### src/rtl/led_blink_pkg.sv
package led_blink_pkg;

  localparam int LED_COUNT = 2;
  localparam int REG_W     = 8;
  localparam int MODE_W    = 2;

  typedef enum logic [MODE_W-1:0] {
    MODE_DARK = 2'b00,
    MODE_FAST = 2'b01,
    MODE_SLOW = 2'b10,
    MODE_LIT  = 2'b11
  } led_mode_e;

  // Strobes from the bus decoder to the datapath
  typedef struct packed {
    logic [LED_COUNT-1:0] wrLed;
    logic [LED_COUNT-1:0] rdLed;
  } led_strobe_t;

endpackage

### src/rtl/led_blink_timebase.sv
module led_blink_timebase #(
  parameter int CLKS_PER_HALF_SEC = 25_000_000
) (
  input  logic       clk,
  input  logic       rst,
  output logic [1:0] phase
);

  localparam int DIV    = (CLKS_PER_HALF_SEC > 1) ? CLKS_PER_HALF_SEC : 2;
  localparam int CNT_W  = $clog2(DIV);
  localparam logic [CNT_W-1:0] CNT_MAX = CNT_W'(DIV - 1);

  logic [CNT_W-1:0] divCnt;
  logic             tick;

  assign tick = (divCnt == CNT_MAX);

  always_ff @(posedge clk) begin
    if (rst) begin
      divCnt <= '0;
      phase  <= '0;
    end else if (tick) begin
      divCnt <= '0;
      phase  <= phase + 2'd1;
    end else begin
      divCnt <= divCnt + 1'b1;
    end
  end

  a_r8_phase_hold : assert property (@(posedge clk) disable iff (rst)
    !tick |=> $stable(phase));

  a_r8_phase_step : assert property (@(posedge clk) disable iff (rst)
    tick |=> (phase == $past(phase) + 2'd1));

  a_r8_counter_range : assert property (@(posedge clk) disable iff (rst)
    divCnt <= CNT_MAX);

endmodule

### src/rtl/led_blink_decode.sv
module led_blink_decode
  import led_blink_pkg::*;
#(
  parameter int ADDR_W = 4
) (
  input  logic [ADDR_W-1:0] regAddr,
  input  logic              regWrEn,
  output led_strobe_t       strobe
);

  for (genvar i = 0; i < LED_COUNT; i++) begin : g_sel
    logic hit;
    assign hit               = (regAddr == ADDR_W'(i));
    assign strobe.rdLed[i]   = hit;
    assign strobe.wrLed[i]   = hit & regWrEn;
  end

  always_comb begin
    a_r7_sel_onehot : assert ($onehot0(strobe.rdLed));
  end

endmodule

### src/rtl/led_blink_datapath.sv
module led_blink_datapath
  import led_blink_pkg::*;
#(
  parameter int CLKS_PER_HALF_SEC = 25_000_000
) (
  input  logic                 clk,
  input  logic                 rst,
  input  led_strobe_t          strobe,
  input  logic [REG_W-1:0]     regWrData,
  output logic [REG_W-1:0]     regRdData,
  output logic [LED_COUNT-1:0] ledOut
);

  logic [1:0]            phase;
  led_mode_e             modeReg [LED_COUNT];
  logic [REG_W-1:0]      rdTerm  [LED_COUNT];

  led_blink_timebase #(
    .CLKS_PER_HALF_SEC(CLKS_PER_HALF_SEC)
  ) u_timebase (
    .clk  (clk),
    .rst  (rst),
    .phase(phase)
  );

  for (genvar i = 0; i < LED_COUNT; i++) begin : g_led
    always_ff @(posedge clk) begin
      if (rst)                  modeReg[i] <= MODE_DARK;
      else if (strobe.wrLed[i]) modeReg[i] <= led_mode_e'(regWrData[MODE_W-1:0]);
    end

    always_comb begin
      unique case (modeReg[i])
        MODE_DARK: ledOut[i] = 1'b0;
        MODE_FAST: ledOut[i] = ~phase[0];
        MODE_SLOW: ledOut[i] = (phase == 2'd0);
        MODE_LIT:  ledOut[i] = 1'b1;
        default:   ledOut[i] = 1'b0;
      endcase
    end

    assign rdTerm[i] = strobe.rdLed[i] ? {{(REG_W-MODE_W){1'b0}}, modeReg[i]}
                                       : '0;

    a_r2_dark : assert property (@(posedge clk) disable iff (rst)
      (modeReg[i] == MODE_DARK) |-> !ledOut[i]);
    a_r3_lit : assert property (@(posedge clk) disable iff (rst)
      (modeReg[i] == MODE_LIT) |-> ledOut[i]);
    a_r9_write_lands : assert property (@(posedge clk) disable iff (rst)
      strobe.wrLed[i] |=> (modeReg[i] == $past(regWrData[MODE_W-1:0])));
    a_r7_hold : assert property (@(posedge clk) disable iff (rst)
      !strobe.wrLed[i] |=> $stable(modeReg[i]));
  end

  always_comb begin
    regRdData = '0;
    for (int i = 0; i < LED_COUNT; i++) regRdData |= rdTerm[i];
  end

  always_comb begin
    a_r6_reserved_zero : assert (regRdData[REG_W-1:MODE_W] == '0);
  end

endmodule

### src/rtl/led_blink_ctrl.sv
module led_blink_ctrl
  import led_blink_pkg::*;
#(
  parameter int CLKS_PER_HALF_SEC = 25_000_000,
  parameter int ADDR_W            = 4
) (
  input  logic                 clk,
  input  logic                 rst,
  input  logic [ADDR_W-1:0]    regAddr,
  input  logic                 regWrEn,
  input  logic [REG_W-1:0]     regWrData,
  output logic [REG_W-1:0]     regRdData,
  output logic [LED_COUNT-1:0] ledOut
);

  led_strobe_t strobe;

  led_blink_decode #(
    .ADDR_W(ADDR_W)
  ) u_decode (
    .regAddr(regAddr),
    .regWrEn(regWrEn),
    .strobe (strobe)
  );

  led_blink_datapath #(
    .CLKS_PER_HALF_SEC(CLKS_PER_HALF_SEC)
  ) u_datapath (
    .clk      (clk),
    .rst      (rst),
    .strobe   (strobe),
    .regWrData(regWrData),
    .regRdData(regRdData),
    .ledOut   (ledOut)
  );

endmodule

### config.mk
export PLATFORM = sky130hd
export DESIGN_NAME = led_blink_ctrl
export DESIGN_NICKNAME = d
export VERILOG_FILES = /design/src/rtl/led_blink_pkg.sv /design/src/rtl/led_blink_timebase.sv /design/src/rtl/led_blink_decode.sv /design/src/rtl/led_blink_datapath.sv /design/src/rtl/led_blink_ctrl.sv
export SDC_FILE = /design/constraint.sdc
export NUM_CORES = 1
export LEC_CHECK = 0
export BUFFER_PORTS_ARGS = -buffer_cell sky130_fd_sc_hd__clkbuf_2
export CORE_ASPECT_RATIO = 0.7
export CORE_MARGIN = 4
export CORE_UTILIZATION = 30
export DETAILED_ROUTE_END_ITERATION = 7
export GPL_TIMING_DRIVEN = 1
export PLACE_DENSITY_LB_ADDON = 0.3
export SKIP_CTS_REPAIR_TIMING = 1
export SYNTH_ARGS = -nofsm -noshare
export SYNTH_HDL_FRONTEND = slang
export SYNTH_SLANG_ARGS = --single-unit
### constraint.sdc
create_clock -name clk -period 2.1 [get_ports clk]
set_clock_uncertainty 0.1 [all_clocks]
set_input_delay 0.105 -clock clk [delete_from_list [all_inputs] [get_ports clk]]
set_output_delay 0.105 -clock clk [all_outputs]
set_load 0.02 [all_outputs]
==> results.md <==
- Total clock sinks: 31
- Hold Crit Class: input port to flip-flop
- Vias in the first global route: 1,242
- Die Y: 68.80 um
- Post-DP HPWL: 2571 um
- Placed cells: 278
- Routed vias: 1,403
- CTS tree: yes
- Final worst-path cycle share: 0.9610
- Worst r2r src: u_datapath.u_timebase.divCnt[1]$_SDFF_PP0_
- Total global routing overflow: 0
- Final Hold Viols: 0
- Simple-gate portion of the synthesized area: 0.3152
- Non-Filler Instances: 287
- Setup violations, final: 0
- WP data arrival: 2130 ps
- CTS max path bufs: 2
- Clock slew at reported path FFs: 60 ps
- Avg Inst Size Synth: 8.471 um2
- Leak pwr: 0.6808 nW
- Die footprint: 6525 um2
- Crit-path max FO: 5
- Class of the most critical setup path: flip-flop to flip-flop
- Pwr/cell area: 581.8 nW/um2
- Post-synth top area share: 0.3412
- Most common cell in the synthesized netlist: dfxtp_1
- Setup WS pre-CTS: 20.83 ps
- First-pass GRT wire length: 6065 um
- Reg2reg end: u_datapath.u_timebase.divCnt[24]$_SDFF_PP0_
- Max Clk Rate: 0.4955 GHz
- CTS root buf: clkbuf_8
- Final WL: 3480 um
- Avg WL per Cell: 12.13 um
- CP Data Required Time: 2220 ps
- Critical path origin: u_datapath.u_timebase.divCnt[1]$_SDFF_PP0_
- Final min period: 2018 ps
- CP Launch Type: flip-flop
- CP Capture Point: u_datapath.u_timebase.divCnt[24]$_SDFF_PP0_
- Ant. Diodes: 0
- EDFF count, synth: 4
- Max rail drop VDD: 0.0003483 V
- Final worst slack: 81.92 ps
- Seq/Total Area, Yosys: 0.4171
- Cells after synthesis: 187
- Core ar.: 4940 um2
- DRC: 0
- Routability Congestion: 0.7766
- Status: completed
- Post-synthesis mux area share: 0
- Drt pass-1 iters: 4
- Port bufs: 12
- Top FF cell, synth: dfxtp_1
- Util after Layout: 0.3944
- Yosys top cell by area: dfxtp_1
- Slew Limit Fails: 0
- I/O Pins: 25
- Largest net degree at the start of global routing: 26
- Die W: 94.85 um
- MaxCap Viol Count: 0
- Synth cell count leaders: dfxtp_1, nor2_1, nand2_1
- Antenna-violating nets left: 0
- FF+latch count, synth: 31
- R2R setup slack: 80 ps
- Library cells used by synthesis: 34
- Post-Synth XOR/XNOR Area: 0.08294
- Vias per inst: 4.889
- Initial antenna violation count: 0
- Num CTS Buffers: 5
- # rows: 21
- Initial Util: 0.3207
- Max H-tree Level: 2
- GRT Total Usage: 0.1194
- RSZ-0062 raised after global routing: no
- Synth warn: 0
- Area Growth Syn to Fin: 22.99%
- Register-to-Register Path Depth: 5
- Endpoint type of the worst setup path: flip-flop
- Synthesized cell area: 1584 um2
- Post-synth ARST share: 0
- Top post-synthesis cells by area: dfxtp_1, edfxtp_1, nor2_1
- Main combinational cell family by area after synthesis: simple AND/OR/NAND/NOR gates
- Clock Latency Late Sink: 280 ps
- Nets: 234
- Adder-Cell Fraction of Synth Area: 0.01580
- First DRT Iteration DRCs: 92
- Share of cells above drive strength 1: 0.2018
- Complex-gate fraction of the synthesized area: 0.1058
==> cell families (layout without fill, tap and decap cells) <==
kind of cell,count (synthesis),in the layout
buf+inv,19,45
xor+xnor,15,15
fa+ha+maj,2,2
flops,31,31
simple gates,90,90
other cells,1,6
compound gates,29,29
==> flip-flops by register name, summed over array words and instances (netlist names) <==
| register | flops |
|---|---|
| u_datapath.u_timebase.divCnt | 25 |
| u_datapath.modeReg | 4 |
| u_datapath.u_timebase.phase | 2 |
==> layout make-up <==
cell class              count  area (um2)
clock buffers               6       72.57
clock inverters             2       7.507
fillers                   530        2992
inverters                   7       26.28
multi-input cells         142       882.1
flip-flops and latches     31       663.1
well taps                  69       86.33
repair buffers             30       210.2
==> layer usage <==
metal  vias to the layer above  global-route usage  part of all wire
li1                        723                   -                 -
met4                         0             0.03777            0.0069
met2                        25              0.1563              0.40
met5                         -                   0                 0
met1                       651              0.1821              0.55
met3                         4             0.03579             0.046
==> worst min path at each step <==
stage                            start                                          end  slack [ps]  cells past startpoint
after global placement             rst  u_datapath.u_timebase.phase[0]$_SDFFE_PP0N_         270                      2
after global routing      regWrData[0]       u_datapath.modeReg[1][0]$_SDFFCE_PN0P_          60                      3
after CTS                          rst  u_datapath.u_timebase.phase[0]$_SDFFE_PP0N_         -40                      2
after floorplan                    rst  u_datapath.u_timebase.phase[0]$_SDFFE_PP0N_          70                      1
final                     regWrData[0]       u_datapath.modeReg[1][0]$_SDFFCE_PN0P_          50                      3
after detailed placement           rst  u_datapath.u_timebase.phase[0]$_SDFFE_PP0N_         260                      2
==> cell usage in the layout (no fill, tap or decap), types with 7 or more instances in the layout <==
cell,n
a21oi_1,9
dfxtp_1,25
nor2_1,24
clkbuf_2,12
nand3_1,10
xnor2_1,10
nand2_1,12
o21ai_0,10
nand4_1,8
buf_4,16
inv_1,7
==> report_power, final <==
part / internal (mW) / switching (mW)
Clock: 0.226 / 0.210
Sequential: 0.611 / 0.00833
Combinational: 0.0322 / 0.0467
Total: 0.868 / 0.265
==> through the flow <==
step           cell area [um2]  hold slack [ps]  setup TNS (ps)  power [mW]
2_1_floorplan             1627            74.07               0      0.6844
3_3_place_gp              1847            274.4               0      0.7094
3_5_place_dp              1847            260.3               0      0.7099
4_1_cts                   1927           -38.46          -5.771       1.149
5_1_grt                   1948            58.94               0       1.188
6_report                  1948            51.10               0       1.133
==> critical path, cell delays in order, from the launching register on <==
cell	delay (ps)
dfxtp_2	350
ha_4	160
nand4_4	100
or4_4	570
or4_1	540
a21oi_2	140
Power figures use the tool's default switching activity.
